### config.mk
export PLATFORM = sky130hd
export DESIGN_NAME = sar_seq
export DESIGN_NICKNAME = d
export VERILOG_FILES = /design/src/rtl/sar_pkg.sv /design/src/rtl/sar_tick_gen.sv /design/src/rtl/sar_search.sv /design/src/rtl/sar_pack.sv /design/src/rtl/sar_seq.sv
export SDC_FILE = /design/constraint.sdc
export NUM_CORES = 1
export LEC_CHECK = 0
export BUFFER_PORTS_ARGS = -buffer_cell sky130_fd_sc_hd__buf_2
export CORE_AREA = 3 3 103 105
export CTS_CLUSTER_SIZE = 8
export DETAILED_ROUTE_END_ITERATION = 12
export DIE_AREA = 0 0 106 108
export PLACE_DENSITY = 0.57
export SLEW_MARGIN = 20
export SYNTH_ARGS = -nofsm -noshare
export SYNTH_HDL_FRONTEND = slang
export SYNTH_SLANG_ARGS = --single-unit
### constraint.sdc
create_clock -name clk -period 2.7 [get_ports clk]
set_input_delay 0.405 -clock clk [delete_from_list [all_inputs] [get_ports clk]]
set_output_delay 0.405 -clock clk [all_outputs]
set_load 0.01 [all_outputs]
### src/rtl/sar_pkg.sv
package sar_pkg;

    localparam int SAR_BITS = 10;
    localparam int REG_W    = 8;
    localparam int TICK_W   = 6;

    typedef enum logic [1:0] {
        PH_IDLE = 2'd0,
        PH_ACQ  = 2'd1,
        PH_CONV = 2'd2
    } phase_e;

    typedef struct packed {
        logic [REG_W-1:0] hi;
        logic [REG_W-1:0] lo;
    } res_pair_t;

    function automatic logic [TICK_W-1:0] bit_time(input logic [1:0] sel);
        case (sel)
            2'd0:    bit_time = TICK_W'(2);
            2'd1:    bit_time = TICK_W'(8);
            default: bit_time = TICK_W'(32);
        endcase
    endfunction

endpackage

### src/rtl/sar_tick_gen.sv
module sar_tick_gen #(
    parameter int CNT_W = 6
) (
    input  logic             clk,
    input  logic             rst,
    input  logic             clear_i,
    input  logic [CNT_W-1:0] period_i,
    output logic             tick_o
);
    logic [CNT_W-1:0] cnt_q;

    assign tick_o = !clear_i && (cnt_q == period_i - CNT_W'(1));

    always_ff @(posedge clk) begin
        if (rst || clear_i) begin
            cnt_q <= '0;
        end else if (tick_o) begin
            cnt_q <= '0;
        end else begin
            cnt_q <= cnt_q + CNT_W'(1);
        end
    end
endmodule

### src/rtl/sar_search.sv
module sar_search #(
    parameter int N = 10
) (
    input  logic         clk,
    input  logic         rst,
    input  logic         load_i,
    input  logic         step_i,
    input  logic         cmp_i,
    output logic [N-1:0] trial_o,
    output logic [N-1:0] code_o,
    output logic         last_o
);
    localparam int IDX_W = (N > 1) ? $clog2(N) : 1;
    localparam logic [N-1:0] ONE = N'(1);

    logic [N-1:0]     trial_q;
    logic [IDX_W-1:0] idx_q;
    logic [N-1:0]     decided;

    always_comb begin
        decided        = trial_q;
        decided[idx_q] = cmp_i;
    end

    assign trial_o = trial_q;
    assign code_o  = decided;
    assign last_o  = (idx_q == '0);

    always_ff @(posedge clk) begin
        if (rst) begin
            trial_q <= '0;
            idx_q   <= '0;
        end else if (load_i) begin
            trial_q <= ONE << (N - 1);
            idx_q   <= IDX_W'(N - 1);
        end else if (step_i) begin
            trial_q <= decided | ((ONE << idx_q) >> 1);
            if (idx_q != '0) begin
                idx_q <= idx_q - IDX_W'(1);
            end
        end
    end
endmodule

### src/rtl/sar_pack.sv
module sar_pack
    import sar_pkg::*;
#(
    parameter int N = 10,
    parameter int W = 8
) (
    input  logic         left_i,
    input  logic [N-1:0] code_i,
    output logic [W-1:0] hi_o,
    output logic [W-1:0] lo_o
);
    localparam int WW  = 2 * W;
    localparam int PAD = WW - N;

    logic [WW-1:0] word;

    always_comb begin
        if (left_i) begin
            word = {code_i, {PAD{1'b0}}};
        end else begin
            word = {{PAD{1'b0}}, code_i};
        end
    end

    assign hi_o = word[WW-1:W];
    assign lo_o = word[W-1:0];
endmodule

### src/rtl/sar_seq.sv
module sar_seq
    import sar_pkg::*;
#(
    parameter int ACQ_W = 8
) (
    input  logic                clk,
    input  logic                rst,
    input  logic                en_i,
    input  logic                go_i,
    input  logic [1:0]          div_sel_i,
    input  logic                left_just_i,
    input  logic [ACQ_W-1:0]    acq_len_i,
    input  logic                cmp_i,
    output logic [SAR_BITS-1:0] trial_o,
    output logic                sample_o,
    output logic                busy_o,
    output logic                done_o,
    output logic [REG_W-1:0]    res_hi_o,
    output logic [REG_W-1:0]    res_lo_o
);
    phase_e              phase_q;
    logic [ACQ_W-1:0]    acq_cnt_q;
    logic [TICK_W-1:0]   period_q;
    logic                left_q;
    res_pair_t           res_q;
    res_pair_t           res_new;
    logic                done_q;

    logic                tick;
    logic                last_bit;
    logic                load;
    logic                step;
    logic [SAR_BITS-1:0] trial_raw;
    logic [SAR_BITS-1:0] code_now;

    assign load = en_i && (phase_q == PH_ACQ) && (acq_cnt_q == ACQ_W'(1));
    assign step = en_i && (phase_q == PH_CONV) && tick;

    sar_tick_gen #(.CNT_W(TICK_W)) i_tick (
        .clk      (clk),
        .rst      (rst),
        .clear_i  (phase_q != PH_CONV),
        .period_i (period_q),
        .tick_o   (tick)
    );

    sar_search #(.N(SAR_BITS)) i_search (
        .clk     (clk),
        .rst     (rst),
        .load_i  (load),
        .step_i  (step),
        .cmp_i   (cmp_i),
        .trial_o (trial_raw),
        .code_o  (code_now),
        .last_o  (last_bit)
    );

    sar_pack #(.N(SAR_BITS), .W(REG_W)) i_pack (
        .left_i (left_q),
        .code_i (code_now),
        .hi_o   (res_new.hi),
        .lo_o   (res_new.lo)
    );

    always_ff @(posedge clk) begin
        if (rst) begin
            phase_q   <= PH_IDLE;
            acq_cnt_q <= '0;
            period_q  <= '0;
            left_q    <= 1'b0;
            res_q     <= '0;
            done_q    <= 1'b0;
        end else begin
            done_q <= 1'b0;
            if (!en_i) begin
                phase_q <= PH_IDLE;
            end else begin
                case (phase_q)
                    PH_IDLE: begin
                        if (go_i) begin
                            phase_q   <= PH_ACQ;
                            acq_cnt_q <= (acq_len_i == '0) ? ACQ_W'(1) : acq_len_i;
                            period_q  <= bit_time(div_sel_i);
                            left_q    <= left_just_i;
                        end
                    end
                    PH_ACQ: begin
                        if (acq_cnt_q == ACQ_W'(1)) begin
                            phase_q <= PH_CONV;
                        end else begin
                            acq_cnt_q <= acq_cnt_q - ACQ_W'(1);
                        end
                    end
                    PH_CONV: begin
                        if (tick && last_bit) begin
                            phase_q <= PH_IDLE;
                            res_q   <= res_new;
                            done_q  <= 1'b1;
                        end
                    end
                    default: phase_q <= PH_IDLE;
                endcase
            end
        end
    end

    assign trial_o  = (phase_q == PH_CONV) ? trial_raw : '0;
    assign sample_o = (phase_q == PH_ACQ);
    assign busy_o   = (phase_q != PH_IDLE);
    assign done_o   = done_q;
    assign res_hi_o = res_q.hi;
    assign res_lo_o = res_q.lo;
endmodule

* After elaboration in Yosys (flattened, before gate mapping)
Index checks and enable logic that the tools add are counted.
** Word-level totals
- Flip-flop bits (word level) :: 54
- Output and inout port bits :: 29
** Operators by class
- Add/subtract/negate cells :: 4
- $lt $le $gt $ge :: 2
- Equal/unequal tests :: 10
- Shift-type cells :: 1
- Muxes and demuxes :: 20
- Bitwise operators :: 3
- Reduce and logical (&&, ||, !) cells :: 28
** Operators by type and width (number)
- $mux W10 :: 3
- $mux W8 :: 3
- $mux W16 :: 1
- $pmux W8 S2 :: 1
- $mux W4 :: 3
- $pmux W6 S2 :: 1
- $bwmux W10 :: 1
- $or A10 B9 Y10 :: 1
- $shl A1 B4 Y10 const A :: 1
- $reduce_and A3 Y1 :: 3
- $eq A8 B1 Y1 const B :: 1
- $logic_not A8 Y1 :: 1
- $ne A2 B2 Y1 const B :: 4
- $reduce_bool A2 Y1 :: 4
- $sub A8 B1 Y8 const B :: 1
- $logic_and A1 B1 Y1 :: 7
- $add A6 B1 Y6 const B :: 1
- $eq A6 B6 Y1 :: 1
- $mux W2 :: 3
- $pmux W2 S3 :: 1
- $reduce_or A2 Y1 :: 3
- $sub A6 B1 Y6 const B :: 1
- $lt A4 B5 Y1 const B :: 1
- $demux W1 S4 :: 1
- 15 further kinds :: 20

* Depth between registers and ports, before layout
Gate-level depths: netlist of the first run.
- Word-level depth :: 8
- Depth in mapped cells :: 8
- Depth with buffers taken out :: 6

* Hierarchy
Synthesis of the first run repeated with hierarchy kept, for this count alone.
** Second synthesis, totals
- Cell total of the unflattened synthesis :: 358
- Area, all modules :: 2996.6 um^2
** Modules (own cells, without submodules)
- sar_seq :: times used 1, cells each 190, area an instance 1487.7 um^2, seq. area each 620.6 um^2
- sar_search :: times used 1, cells each 106, area an instance 932.1 um^2, seq. area each 280.3 um^2
- sar_tick_gen :: times used 1, cells each 44, area an instance 419.2 um^2, seq. area each 120.1 um^2
- sar_pack :: times used 1, cells each 18, area an instance 157.7 um^2, seq. area each 0.0 um^2

* Least setup slack after synthesis of the first run
OpenSTA, ideal clock, no wires.
- Kind :: reg2reg
- Start point :: reg i_search.idx_q[0]
- End point :: reg res_q, in the netlist res_lo_o[6]
- Setup time :: 0.096 ns
- Arrival :: 2.220 ns
- Path slack :: 0.385 ns
- Cell stages (with the launch flop) :: 9
- Path buffers :: 2
- Clock period less this slack :: 2.315 ns
- Cells stage by stage :: dfxtp_1 -> inv_1 -> ha_1 -> or3b_1 -> buf_2 -> or3_4 -> or3_1 -> buf_2 -> o41ai_2
** On the way
- Word-level cells in the longest chain between the ends :: 6
** RTL lines
- from (decl) :: RTL line sar_search.sv:17 : logic [IDX_W-1:0] idx_q;
- from (signal assigned) :: RTL line sar_search.sv:35 : idx_q <= IDX_W'(N - 1);
- from (signal assigned) :: RTL line sar_search.sv:39 : idx_q <= idx_q - IDX_W'(1);
- $lt A4 B5 Y1 (not written as such) or $ge A4 B1 Y1 (tied branches) :: RTL line sar_search.sv:22 : decided[idx_q] = cmp_i;
- $logic_and A1 B1 Y1 (not written as such) :: RTL line sar_search.sv:22
- $mux W1 (not written as such) :: RTL line sar_search.sv:22
- $demux W1 S4
- $bwmux W10 :: RTL line sar_search.sv:22
- $mux W16 :: RTL line sar_pack.sv:18 : if (left_i) begin
- to (signal assigned) :: RTL line sar_seq.sv:97 : res_q <= res_new;
- to (decl) :: RTL line sar_seq.sv:25 : res_pair_t res_q;
Several ways; a longest one is shown, not always the timed one.
A chain may end at the register's enable or synchronous reset.

* Worst setup path after layout of the first run
Ends and elaborated chain as after synthesis.

==> impl_summary.log, run 1 <==
[metrics] run status: complete, no violations
[metrics] unrepaired setup endpoints after global routing: no
[metrics] critical path launch point: i_search.idx_q[0]
[metrics] Netlist Area Pre-Place: 0.00291 sq mm
[metrics] clock transition time at the flip-flop clock pins of the worst setup and hold paths: 100 ps
[metrics] first-iteration detailed-routing DRC count: 101
[metrics] number of buffers inserted by hold repair at cts: 0
[metrics] detailed-route wire length: 7940 um
[metrics] final core utilization: 35.3%
[metrics] number of placed instances with taps included: ~520
[metrics] total number of clock tree sinks: between 50 and 60
[metrics] path class of the lowest-slack min-delay path: in2reg
[metrics] floorplan die height: 108 um
[metrics] Avg Inst Size Synth: 8.34 sq um
[metrics] post-CTS resize count: 0
[metrics] total overflow reported by the global router: 0
[metrics] Yosys Warn Count: 0
[metrics] remaining max-slew budget at the tightest pin: around 50%
[metrics] maximum clock rate: 0.417 GHz
[metrics] hpwl dp: slightly below 6000 um
[metrics] number of antenna repair diodes: 0
[metrics] Max Fanout on Critical Path: 7
[metrics] Non-Filler Instances: 525
[metrics] sum of negative setup slack: 0 ps
[metrics] category of the critical setup timing path: reg2reg
[metrics] Total GRT Usage: 14.4%
[metrics] Top FF cell, synth: dfxtp_1
[metrics] number of max-cap violations: 0
[metrics] total die area: 0.0114 sq mm
[metrics] final count of pins violating max slew: 0
[metrics] Die W: 106 um
[metrics] proportion of register bits with asynchronous set or reset after synthesis: 0%
[metrics] TritonCTS clock tree: done
[metrics] number of failing setup endpoints in the final timing report: 0
[metrics] type of origin of the critical path: register
[metrics] via count of the first global-routing pass: between 2,000 and 3,000
[metrics] remaining design rule violation count: 0
[metrics] detailed-route vias per instance: 5.11
[metrics] distinct cell type count after synthesis: 52
[metrics] wire length of the first global-routing pass: 13,400 um
[metrics] average wire length per cell after detail routing: 15.1 um
[metrics] slew at the pin with the worst max-slew slack: 746 ps
[metrics] fraction of layout cells with a size suffix above 1: 20.7%
[metrics] number of nets at the end of the flow: 416
[metrics] gate count of the mapped netlist: 349
[metrics] Post-Place Setup Slack: between 300 and 400 ps
[metrics] Longest Clk Path Bufs: 2
[metrics] Core Rows: 36
[metrics] Core Box Area: 0.00973 sq mm
[metrics] antenna violations before repair: 0
[metrics] I/O pins: 45
[metrics] total power divided by cell area: ~430 mW/mm^2
[metrics] P&R area growth vs syn: 17.9%
[metrics] Data arrival, critical path: 2620 ps
[metrics] postcts setup bufs: 0
[metrics] final hold violations: 0
[metrics] initial core utilization: 29.9%
[metrics] placer congestion estimate: 0.893
[metrics] CTS Root Buffer Type: clkbuf_8
[metrics] maximum vdd ir drop: 0.000219 V
[metrics] maximum number of pins on one net before global-route repair: 24
[metrics] clock latency reported for the late side of the worst-skew pair: 310 ps
[metrics] Yosys reg bits: 51
[metrics] ANT nets after route: 0
[metrics] total via count in the routed design: 2,681
[metrics] FF-to-FF setup slack: 300 ps
[metrics] net count after synthesis: approximately 370
[metrics] drt first pass iters: 4
[metrics] final setup margin: about 300 ps
[metrics] largest clock skew in the final design: 5.84 ps
[metrics] share of the clock period used by the worst path after layout: 88.9%
[metrics] crit path time final: 2400 ps
[metrics] Post-synth EDFFs: 0
[metrics] count of buffers from port buffering: 44
[metrics] startpoint of the most critical hold path: left_just_i
[metrics] number of clock buffers inserted by TritonCTS: 5
[metrics] leakage dissipation: 1.34 nW
[metrics] crit end category: register
[metrics] proportion of synthesized chip area in sequential cells: 35.1%
[metrics] reg2reg start: i_search.idx_q[0]
[metrics] H-tree depth: 2
[metrics] required time of the worst setup path: 2930 ps
==> logic make-up (layout without fill, tap and decap cells) <==
logic type | after synthesis | count (layout) | synth area share, %
xor gates and xnor gates | 6 | 6 | 1.81
buffers and inverters | 38 | 81 | 5.03
and+or+nand+nor | 150 | 150 | 27.8
adders and majority gates | 9 | 9 | 3.87
muxes | 30 | 30 | 10.8
AOI/OAI and AO/OA | 65 | 65 | 15.6
DFF | 51 | 51 | 35.1
==> cell usage after synthesis (4+ instances only) <==
master    number  area share (%)
o31ai_1        8             2.1
nor4_1        11             2.4
mux2i_1       19             6.5
nand3b_1       5             1.3
a21oi_1       23             4.0
dfxtp_1       51              35
or3_1          5             1.1
a211oi_1       5             1.3
mux2_2        11             4.3
o211ai_1       5             1.3
nor4b_1        4             1.2
nand3_1        5            0.86
nor3_1        16             2.8
nor3b_1        5             1.3
clkbuf_1      17             2.2
inv_1         17             2.2
ha_1           9             3.9
or4_1          4             1.0
o21ai_0        4            0.69
nand2_1       31             4.0
nand2b_1       4            0.86
and2_1        10             2.2
nor2_1        33             4.3
==> layer usage <==
metal	wire, um	track usage (%)	vias to the layer above	share of wire, %
li1	-	-	1349	-
met1	3860	19.6	1273	49
met2	3660	23.7	55	46
met3	357	2.87	4	4.5
met4	58	3.61	0	0.73
met5	0	0	-	0
==> worst max-delay path: stages (launching register included) <==
cell and delay [ps]:
dfxtp_1 380, inv_1 150, ha_1 250, or3b_1 390
or3_4 370, or3_1 450, o41ai_2 320
==> sequential cells by signal (all words and copies together), names as in the netlist <==
register,count
done_o,1
res_lo_o,8
i_search.trial_o,10
left_q,1
i_search.idx_q,4
i_tick.cnt_q,6
period_q,3
phase_q,2
acq_cnt_q,8
res_hi_o,8
==> layout make-up <==
| class | instances | area (sq um) |
|---|---|---|
| fillers | 1076 | 6300 |
| multi-input cells | 260 | 1750 |
| flip-flops and latches | 51 | 1020 |
| repair buffers | 56 | 310 |
| well taps | 133 | 166 |
| clock buffers | 5 | 68.8 |
| inverters | 17 | 63.8 |
| clock inverters | 3 | 46.3 |
==> cells in the final DEF, fill, tap and decap left out, drive strengths merged, types with 4 or more instances in the layout <==
cell / count
nor4b: 4
or4: 4
dfxtp: 51
a21oi: 23
nor2: 33
nand3: 5
nand3b: 5
nor3b: 5
or3: 6
a211oi: 5
o21ai: 5
nor4: 11
ha: 9
nor3: 16
o31ai: 8
nand2b: 4
clkbuf: 5
buf: 56
and2: 10
o311ai: 6
nand2: 31
inv: 18
o211ai: 5
mux2: 11
mux2i: 19
==> power by group <==
| part | leakage, nW | switching, mW | internal (mW) |
|---|---|---|---|
| combinational | 0.873 | 0.0884 | 0.0590 |
| clock | 0.0548 | 0.279 | 0.280 |
| sequential | 0.412 | 0.0165 | 0.763 |
| total | 1.34 | 0.384 | 1.10 |
==> final timing paths <==
| path | to | depth (start not counted) |
|---|---|---|
| hold / removal | left_q | 3 |
| setup / recovery | res_lo_o[6] | 6 |
| hold reg to reg | res_lo_o[4] | 2 |
| setup reg to reg | res_lo_o[6] | 6 |
==> metrics by stage <==
stage	cell area (sq um)	hold WS (ps)	power (mW)
floorplan	2910	446	0.893
global placement	3320	444	0.942
detailed placement	3320	448	0.942
CTS	3430	332	1.51
global route	3430	383	1.55
finish	3430	333	1.49
No activity file was read; power rests on OpenSTA's default activity.
==> inputs of run 2 (changes only) <==
Clock period 2.7 ns to 3.1 ns, I/O delays scaled along.
==> run 2 against run 1 <==
  * Via count about the same
  * Sequential power decreased by 13%
  * Worst setup slack improved by 240 ps
  * Routed wire length increased by 0.23%
  * Largest power group unchanged
==> impl_summary.log, run 2 (synthesis results as in run 1) <==
[metrics] run status: complete, no violations
[metrics] total die area: 0.0114 sq mm
[metrics] final core utilization: around a third
[metrics] GR Util met2: 22.4%
[metrics] Total GRT Usage: between 10 and 15%
[metrics] wire length of the first global-routing pass: 13,400 um
[metrics] post-layout power: roughly 1.4 mW
[metrics] detailed-route vias per instance: 5.16
[metrics] number of clock buffers inserted by TritonCTS: 5
[metrics] required time of the worst setup path: roughly 3300 ps
[metrics] number of nets at the end of the flow: 410
[metrics] maximum number of pins on one net before global-route repair: 24
[metrics] commonest non-fill, non-tap cell in the layout: dfxtp_1
[metrics] P&R area growth vs syn: 17.1%
[metrics] total number of clock tree sinks: 51
[metrics] total overflow reported by the global router: 0
[metrics] number of buffers inserted by hold repair at cts: 0
[metrics] Max Fanout on Critical Path: 9
[metrics] Longest Clk Path Bufs: 2
[metrics] initial core utilization: 29.9%
[metrics] TritonCTS clock tree: done
[metrics] average wire length per cell after detail routing: 15.3 um
[metrics] Core Rows: 36
[metrics] crit end category: register
[metrics] leakage dissipation: between 1 and 1.5 nW
[metrics] final hold violations: 0
[metrics] met3 track demand over resource in global routing: about 4%
[metrics] maximum vdd ir drop: ~0.00024 V
[metrics] final count of pins violating max slew: 0
[metrics] drt first pass iters: 4
[metrics] I/O pins: 45
[metrics] hpwl dp: 5760 um
[metrics] antenna violations before repair: 0
[metrics] placer congestion estimate: 0.880
[metrics] remaining design rule violation count: 0
[metrics] clock latency reported for the late side of the worst-skew pair: 310 ps
[metrics] share of the clock period used by the worst path after layout: 82.7%
[metrics] slew at the pin with the worst max-slew slack: roughly 800 ps
[metrics] unrepaired setup endpoints after global routing: no
[metrics] Data arrival, critical path: ~2800 ps
[metrics] type of origin of the critical path: register
[metrics] final setup margin: around 540 ps
[metrics] CTS Root Buffer Type: clkbuf_8
[metrics] Worst Hold Slack: 397 ps
[metrics] number of failing setup endpoints in the final timing report: 0
[metrics] total via count in the routed design: 2,680
[metrics] ANT nets after route: 0
[metrics] number of max-cap violations: 0
[metrics] met1 demand-to-capacity share in global routing: a little under a fifth
[metrics] number of antenna repair diodes: 0
[metrics] peak-usage layer in the global routing report: met2
[metrics] Post-Place Setup Slack: 560 ps
[metrics] H-tree depth: 2
[metrics] Die W: 106 um
[metrics] post-CTS resize count: 0
[metrics] maximum clock rate: 0.390 GHz
[metrics] clock transition time at the flip-flop clock pins of the worst setup and hold paths: 100 ps
[metrics] first-iteration detailed-routing DRC count: 107
[metrics] count of buffers from port buffering: 44
[metrics] sum of negative setup slack: 0 ps
[metrics] most used cells in the layout excluding fill and tap cells: 51 x dfxtp_1, 44 x buf_2, 33 x nor2_1
[metrics] path class of the lowest-slack min-delay path: in2reg
[metrics] Core Box Area: 0.00973 sq mm
[metrics] crit path time final: 2560 ps
[metrics] floorplan die height: 108 um
[metrics] fraction of layout cells with a size suffix above 1: 19.4%
[metrics] category of the critical setup timing path: reg2reg
[metrics] largest clock skew in the final design: approximately 9.1 ps
[metrics] via count of the first global-routing pass: 2,669
[metrics] Largest register FFs: 10
[metrics] detailed-route wire length: 7950 um
[metrics] postcts setup bufs: 0
[metrics] remaining max-slew budget at the tightest pin: 44.7%
[metrics] total power divided by cell area: 401 mW/mm^2
[run 2: layout make-up]
type / count / area (sq um)
Sequential cell: 51 / 1020
Tap cell: 133 / 166
Multi-Input combinational cell: 260 / 1750
Fill cell: 1082 / 6320
Timing Repair Buffer: 50 / 265
Clock buffer: 5 / 68.8
Inverter: 17 / 63.8
Clock inverter: 3 / 67.6
[run 2: critical path: stages (launching register included)]
cell and delay, ps:
dfxtp_1 390, inv_1 150, ha_1 250, or3b_1 520, or3_4 410, or3_1 440, o41ai_2 330
[run 2: where the power goes]
part | leakage (nW) | internal (mW) | switching, mW
registers | 0.412 | 0.664 | 0.0143
clock network | 0.0644 | 0.322 | 0.238
logic | 0.844 | 0.0502 | 0.0772
[run 2: routing by layer]
layer  part of all wire [%]  wire length [um]
met1                     49              3870
met2                     44              3530
met3                    5.5               439
met4                    1.4               114
met5                      0                 0
[run 2: stage by stage]
step / std cells / cell area (sq um)
after global placement: 511 / 3270
after global routing: 519 / 3410
after detailed placement: 511 / 3270
final: 519 / 3410
after CTS: 519 / 3410
after floorplan: 349 / 2910
[run 2: worst paths after layout]
kind	from	end	slack (ps)	cells after the start
min	left_just_i	left_q	400	3
min reg2reg	res_lo_o[4]	res_lo_o[4]	460	2
max reg2reg	i_search.idx_q[0]	res_lo_o[6]	540	6
max	i_search.idx_q[0]	res_lo_o[6]	540	6
